<file path="config.mk">
export PLATFORM = sky130hd
export DESIGN_NAME = mmio_route_unit
export DESIGN_NICKNAME = d
export VERILOG_FILES = /design/src/rtl/mmio_route_pkg.sv /design/src/rtl/mmio_addr_decode.sv /design/src/rtl/mmio_reg_bank.sv /design/src/rtl/mmio_route_unit.sv
export SDC_FILE = /design/constraint.sdc
export NUM_CORES = 1
export LEC_CHECK = 0
export BUFFER_PORTS_ARGS = -buffer_cell sky130_fd_sc_hd__clkbuf_2
export CORE_AREA = 2 2 148 150
export CTS_CLUSTER_DIAMETER = 150
export DETAILED_ROUTE_END_ITERATION = 12
export DIE_AREA = 0 0 150 152
export PLACE_DENSITY = 0.77
export SYNTH_ARGS = -nofsm -noshare
export SYNTH_HDL_FRONTEND = slang
export SYNTH_HIERARCHICAL = 1
export SYNTH_SLANG_ARGS = --single-unit
</file>
<file path="constraint.sdc">
create_clock -name clk_i -period 3 [get_ports clk_i]
set_clock_uncertainty 0.15 [all_clocks]
set_input_delay 0.3 -clock clk_i [delete_from_list [all_inputs] [get_ports clk_i]]
set_output_delay 0.3 -clock clk_i [all_outputs]
set_load 0.03 [all_outputs]
</file>
<file path="src/rtl/mmio_route_pkg.sv">
package mmio_route_pkg;

    typedef enum logic [1:0] {
        OP_IDLE  = 2'b00,
        OP_LOAD  = 2'b01,
        OP_STORE = 2'b10,
        OP_REGST = 2'b11
    } req_op_e;

endpackage

</file>
<file path="src/rtl/mmio_addr_decode.sv">
module mmio_addr_decode
    import mmio_route_pkg::*;
#(
    parameter int ADDR_W = 16,
    parameter int IDX_W  = 3,
    parameter logic [ADDR_W-1:0] PERIPH_BASE = 16'h4000
) (
    input  req_op_e           op_i,
    input  logic [ADDR_W-1:0] base_i,
    input  logic [ADDR_W-1:0] imm_i,
    output logic [ADDR_W-1:0] ea_o,
    output logic [IDX_W-1:0]  idx_o,
    output logic              cache_we_o,
    output logic              cache_re_o,
    output logic              bank_we_o,
    output logic              bank_re_o
);

    logic in_window;

    always_comb begin
        ea_o       = base_i + imm_i;
        in_window  = (ea_o >= PERIPH_BASE);
        // word select; the two byte-offset bits never reach the bank
        idx_o      = ea_o[IDX_W+1:2];
        cache_we_o = 1'b0;
        cache_re_o = 1'b0;
        bank_we_o  = 1'b0;
        bank_re_o  = 1'b0;
        unique case (op_i)
            OP_LOAD: begin
                cache_re_o = !in_window;
                bank_re_o  = in_window;
            end
            OP_STORE: begin
                cache_we_o = !in_window;
                bank_we_o  = in_window;
            end
            OP_REGST: begin
                bank_we_o  = 1'b1;
            end
            default: ;
        endcase
    end

endmodule

</file>
<file path="src/rtl/mmio_reg_bank.sv">
module mmio_reg_bank #(
    parameter int DATA_W   = 32,
    parameter int NUM_REGS = 5,
    parameter int IDX_W    = 3
) (
    input  logic                       clk_i,
    input  logic                       rst_i,
    input  logic                       we_i,
    input  logic [IDX_W-1:0]           widx_i,
    input  logic [DATA_W-1:0]          wdata_i,
    input  logic                       send_i,
    input  logic                       rd_req_i,
    input  logic                       bank_re_i,
    input  logic [IDX_W-1:0]           ridx_i,
    output logic [NUM_REGS*DATA_W-1:0] regs_o,
    output logic                       rd_valid_o,
    output logic                       rd_bank_o,
    output logic [DATA_W-1:0]          rd_data_o
);

    localparam int DOORBELL = NUM_REGS - 1;

    typedef struct packed {
        logic [NUM_REGS-1:0][DATA_W-1:0] regs;
        logic                            rvalid;
        logic                            rbank;
        logic [DATA_W-1:0]               rdata;
    } bank_state_t;

    bank_state_t state_d, state_q;

    always_comb begin
        state_d        = state_q;
        state_d.rvalid = rd_req_i;
        state_d.rbank  = bank_re_i;
        state_d.rdata  = '0;
        if (bank_re_i && (int'(ridx_i) < NUM_REGS)) begin
            state_d.rdata = state_q.regs[ridx_i];
        end
        if (we_i && (int'(widx_i) < NUM_REGS)) begin
            state_d.regs[widx_i] = wdata_i;
        end
        // doorbell strobe overrides a same-cycle data write
        if (send_i) begin
            state_d.regs[DOORBELL] = DATA_W'(1);
        end
        if (rst_i) begin
            state_d = '0;
        end
    end

    always_ff @(posedge clk_i) begin
        state_q <= state_d;
    end

    assign regs_o     = state_q.regs;
    assign rd_valid_o = state_q.rvalid;
    assign rd_bank_o  = state_q.rbank;
    assign rd_data_o  = state_q.rdata;

    // reset leaves a clean bank and no pending result
    a_r1_reset_clears: assert property (@(posedge clk_i)
        rst_i |=> (regs_o == '0 && !rd_valid_o));

    // the doorbell reads 1 after any send
    a_r6_send_sets_doorbell: assert property (@(posedge clk_i) disable iff (rst_i)
        send_i |=> (regs_o[DOORBELL*DATA_W +: DATA_W] == DATA_W'(1)));

    // a result marked as bank data follows a bank read request
    a_r9_bank_result_source: assert property (@(posedge clk_i) disable iff (rst_i)
        bank_re_i |=> (rd_valid_o && rd_bank_o));

endmodule

</file>
<file path="src/rtl/mmio_route_unit.sv">
module mmio_route_unit
    import mmio_route_pkg::*;
#(
    parameter int ADDR_W   = 16,
    parameter int DATA_W   = 32,
    parameter int NUM_REGS = 5,
    parameter logic [ADDR_W-1:0] PERIPH_BASE = 16'h4000
) (
    input  logic                       clk_i,
    input  logic                       rst_i,
    input  logic [1:0]                 req_op_i,
    input  logic [ADDR_W-1:0]          req_base_i,
    input  logic [ADDR_W-1:0]          req_imm_i,
    input  logic [DATA_W-1:0]          req_wdata_i,
    input  logic                       send_i,
    output logic [ADDR_W-1:0]          cache_addr_o,
    output logic [DATA_W-1:0]          cache_wdata_o,
    output logic                       cache_we_o,
    output logic                       cache_re_o,
    input  logic [DATA_W-1:0]          cache_rdata_i,
    output logic                       rd_valid_o,
    output logic [DATA_W-1:0]          rd_data_o,
    output logic [NUM_REGS*DATA_W-1:0] regs_o
);

    localparam int IDX_W = $clog2(NUM_REGS);

    logic [IDX_W-1:0]  idx;
    logic              bank_we;
    logic              bank_re;
    logic              rd_bank;
    logic [DATA_W-1:0] bank_rdata;

    mmio_addr_decode #(
        .ADDR_W     (ADDR_W),
        .IDX_W      (IDX_W),
        .PERIPH_BASE(PERIPH_BASE)
    ) u_decode (
        .op_i      (req_op_e'(req_op_i)),
        .base_i    (req_base_i),
        .imm_i     (req_imm_i),
        .ea_o      (cache_addr_o),
        .idx_o     (idx),
        .cache_we_o(cache_we_o),
        .cache_re_o(cache_re_o),
        .bank_we_o (bank_we),
        .bank_re_o (bank_re)
    );

    mmio_reg_bank #(
        .DATA_W  (DATA_W),
        .NUM_REGS(NUM_REGS),
        .IDX_W   (IDX_W)
    ) u_bank (
        .clk_i     (clk_i),
        .rst_i     (rst_i),
        .we_i      (bank_we),
        .widx_i    (idx),
        .wdata_i   (req_wdata_i),
        .send_i    (send_i),
        .rd_req_i  (cache_re_o | bank_re),
        .bank_re_i (bank_re),
        .ridx_i    (idx),
        .regs_o    (regs_o),
        .rd_valid_o(rd_valid_o),
        .rd_bank_o (rd_bank),
        .rd_data_o (bank_rdata)
    );

    assign cache_wdata_o = req_wdata_i;
    assign rd_data_o     = rd_bank ? bank_rdata : cache_rdata_i;

    // a bank write never also reaches the cache
    a_r4_no_dual_write: assert property (@(posedge clk_i) disable iff (rst_i)
        bank_we |-> !cache_we_o);

    // a cache store leaves the bank untouched
    a_r5_cache_store_keeps_regs: assert property (@(posedge clk_i) disable iff (rst_i)
        (cache_we_o && !send_i) |=> $stable(regs_o));

    // a cache load yields a result next cycle
    a_r10_cache_load_returns: assert property (@(posedge clk_i) disable iff (rst_i)
        cache_re_o |=> rd_valid_o);

    // one read target at a time
    a_r9_single_read_target: assert property (@(posedge clk_i) disable iff (rst_i)
        !(cache_re_o && bank_re));

endmodule

</file>
==> out/results.ini <==
[timing]
clock.fmax_ghz = 0.344
hold_viol = 0
slew_violations = 0
whs_ns = 0.0126
slew_headroom_pct = 45.4
rsz0062_at_grt = no
tightest_slew_ns = 0.819
period_share_pct = 96.9
finalCriticalPeriod_ns = 2.91
finalSetupViolCount = 0

[cells_and_area]
final_nets = 1520
drive_gt1_share_pct = 38.1
num-fill-cells = 1887
utilization_pct = 58.1
syn_to_final_growth_pct = 31.9
seq_area_mm2 = 0.00388
insertedDiodeCount = 0
multi_input_area_mm2 = 0.00494
finalNonFillerCells = 1696

[setup_path]
r2r-end = u_bank/rd_data_o[10]
startpoint = req_base_i[0]
end_kind = output port
critPathSlowestCell = fa_2
cp.required_ns = 2.55
crit_end = cache_addr_o[10]
cp_slowest_stage_delay_ns = 0.37
cp_cell_sequence = clkbuf_2, ha_4, fa_2, a211oi_2, o21ai_1, buf_4, a21o_1, a21o_1, o311ai_1, clkbuf_2
rr_worst_depth = 3
worst_setup_path_start_kind = input pin
crit_arrival_ns = 2.46
worstPathMaxFanout = 3
critPathKind = in2out
worstReg2RegStart = u_bank/regs_o[138]
reg2reg_slack_ns = 1.92

[floorplan]
die_h_um = 152
die_w_um = 150
io_pins = 344
rows = 54
initial_core_util_pct = 44.0
core_area_mm2 = 0.0214
dieArea_mm2 = 0.0228

[logic_synthesis]
synth.avg_cell_area_um2 = 8.68
async_flop_share_pct = 0
ys.warnings.count = 6
syn_inst = 1083
synthTopCellsByArea = dfxtp_1, nand2_1, a21oi_1
netlist.area_leader.share_pct = 41.3
yosysSeqAreaShare_pct = 41.3
synth_cell_types = 60
ys_ff_latch = 194
synth_area_mm2 = 0.00940
synth.most_common_cell = nand2_1
synthesis.nets = 1200
yosysTopAreaCell = dfxtp_1
synthTopCellsByCount = nand2_1, dfxtp_1, a21oi_1
synth_edf_count = 0
ys.flop_type = dfxtp_1

[placement]
port_buffers = 343
dp.cells = 1655
place_hpwl_mm = 21.9
gp_congestion = 0.865

[clock_network]
tritoncts = built
cts_max_path_buffers = 2
clock-sinks = 194
cts_max_level = 4
cts-root-buf = clkbuf_16
path_clk_slew_ns = 0.08
cts_buffers = 17
clkLatencyLatePin_ns = 0.44

[route]
drt_iter0_markers = 745
ant_nets = 0
wire_per_inst_um = 18.3
firstDrtPassIters = 6
drt_wl_total_mm = 31.1
vias = 9117
drt-vias-per-instance = 5.38
drc_errors = 0

[global_routing]
grt.busiest_layer = met2
grt_pass1_vias = 8764
gr-usage-all-layers_pct = 26.7
grt_util_met1_pct = 33.3
antenna_found_initial = 0
use_met3_pct = 5.53
overflow = 0
use_met2_pct = 44.4
grt_pass1_wl_mm = 47.9
grt_max_degree = 75

[worst_hold_path]
hp-class = in2reg

[pwr]
peakVddDrop_uv = 281
leakagePower_uw = 0.00562
power_density_mw_per_mm2 = 539

[run]
drv_cap = 0

[outcome]
outcome = finished clean

sequential cells by signal, indices dropped and copies added (netlist names):
register           cells
u_bank/rd_valid_o      1
u_bank/rd_bank_o       1
u_bank/rd_data_o      32
u_bank/regs_o        160
placed cells by master (no fill, tap or decap), types with 2 or more instances in the layout:
cell type and instances:
a211oi_1 2, a21o_1 39, a21oi_1 165, a21oi_2 2
a31oi_1 4, and3_2 2, buf_12 21, buf_4 49
clkbuf_16 17, clkbuf_2 341, clkinv_4 2, clkinv_8 3
clkinvlp_4 3, dfxtp_1 193, dlygate4sd3_1 9, ha_1 12
ha_4 3, inv_1 6, inv_6 2, inv_8 3
mux2_2 2, mux2_4 31, mux2i_1 64, nand2_1 325
nand3_1 8, nand4_1 2, nand4bb_2 3, nor2_1 8
nor2b_1 2, nor3_1 5, nor4bb_4 3, o21a_1 2
o21ai_0 3, o21ai_1 4, o21bai_1 2, o22ai_1 3
o22ai_2 30, xnor2_1 5, xor2_1 4
power by group:
group	switching, µW	internal, µW	total [µW]
clock network	1100	1210	2320
registers	70.3	2650	2720
logic	1040	606	1650
how the worst min path moves through the flow:
stage / end / cells after the start / startpoint
floorplan: u_bank/regs_o[0] / 2 / req_wdata_i[0]
global placement: u_bank/regs_o[12] / 2 / u_bank/regs_o[12]
detailed placement: u_bank/regs_o[76] / 2 / u_bank/regs_o[76]
global route: u_bank/regs_o[120] / 3 / req_wdata_i[24]
CTS: u_bank/regs_o[50] / 3 / req_wdata_i[18]
finish: u_bank/regs_o[80] / 3 / req_wdata_i[16]
logic make-up (layout without fill, tap and decap cells):
logic type,Yosys count,in the layout,share of synthesized area (%)
and+or+nand+nor,375,375,16.8
DFF,194,194,41.3
xor gates and xnor gates,10,10,0.932
muxes,97,97,12.0
adders and majority gates,16,16,2.21
buffers and inverters,125,458,7.83
AOI/OAI and AO/OA,266,266,18.9
critical path, delay by kind of cell:
kind	cells	cell delay (ns)
AOI/OAI and AO/OA	5	1.09
buffers and inverters	3	0.52
adders and majority gates	2	0.53
per-stage QoR:
stage          power, µW  area [µm²]  setup slack, ns  TNS, ns
4_1_cts             6710       12400           0.0168        0
2_1_floorplan       3830        9480        -0.000808  -0.0232
6_report            6690       12400           0.0934        0
3_3_place_gp        4380       11700           -0.136   -13.78
5_1_grt             6930       12400           0.0306        0
3_5_place_dp        4410       11700           -0.219   -23.96
repair_timing:
item                                   CTS  global route
hold buffers                             9             0
gates resized for setup                  0             5
buffers inserted                         0             0
endpoints found under the hold margin   26             0
setup endpoints to repair                0             1
metal layers:
layer | vias to the layer above | share of wire, %
met5 | - | 0
met4 | 0 | 3.4
met3 | 82 | 8.6
met2 | 487 | 48
met1 | 4249 | 40
li1 | 4299 | -
area by class of cell:
class | instances | area share, %
multi-input combinational | 764 | 39.9
sequential | 194 | 31.3
timing repair buffer | 420 | 20.9
clock buffer | 18 | 3.54
tap | 280 | 2.83
clock inverter | 14 | 1.37
inverter | 6 | 0.182
No activity file was read; power rests on OpenSTA's default activity.
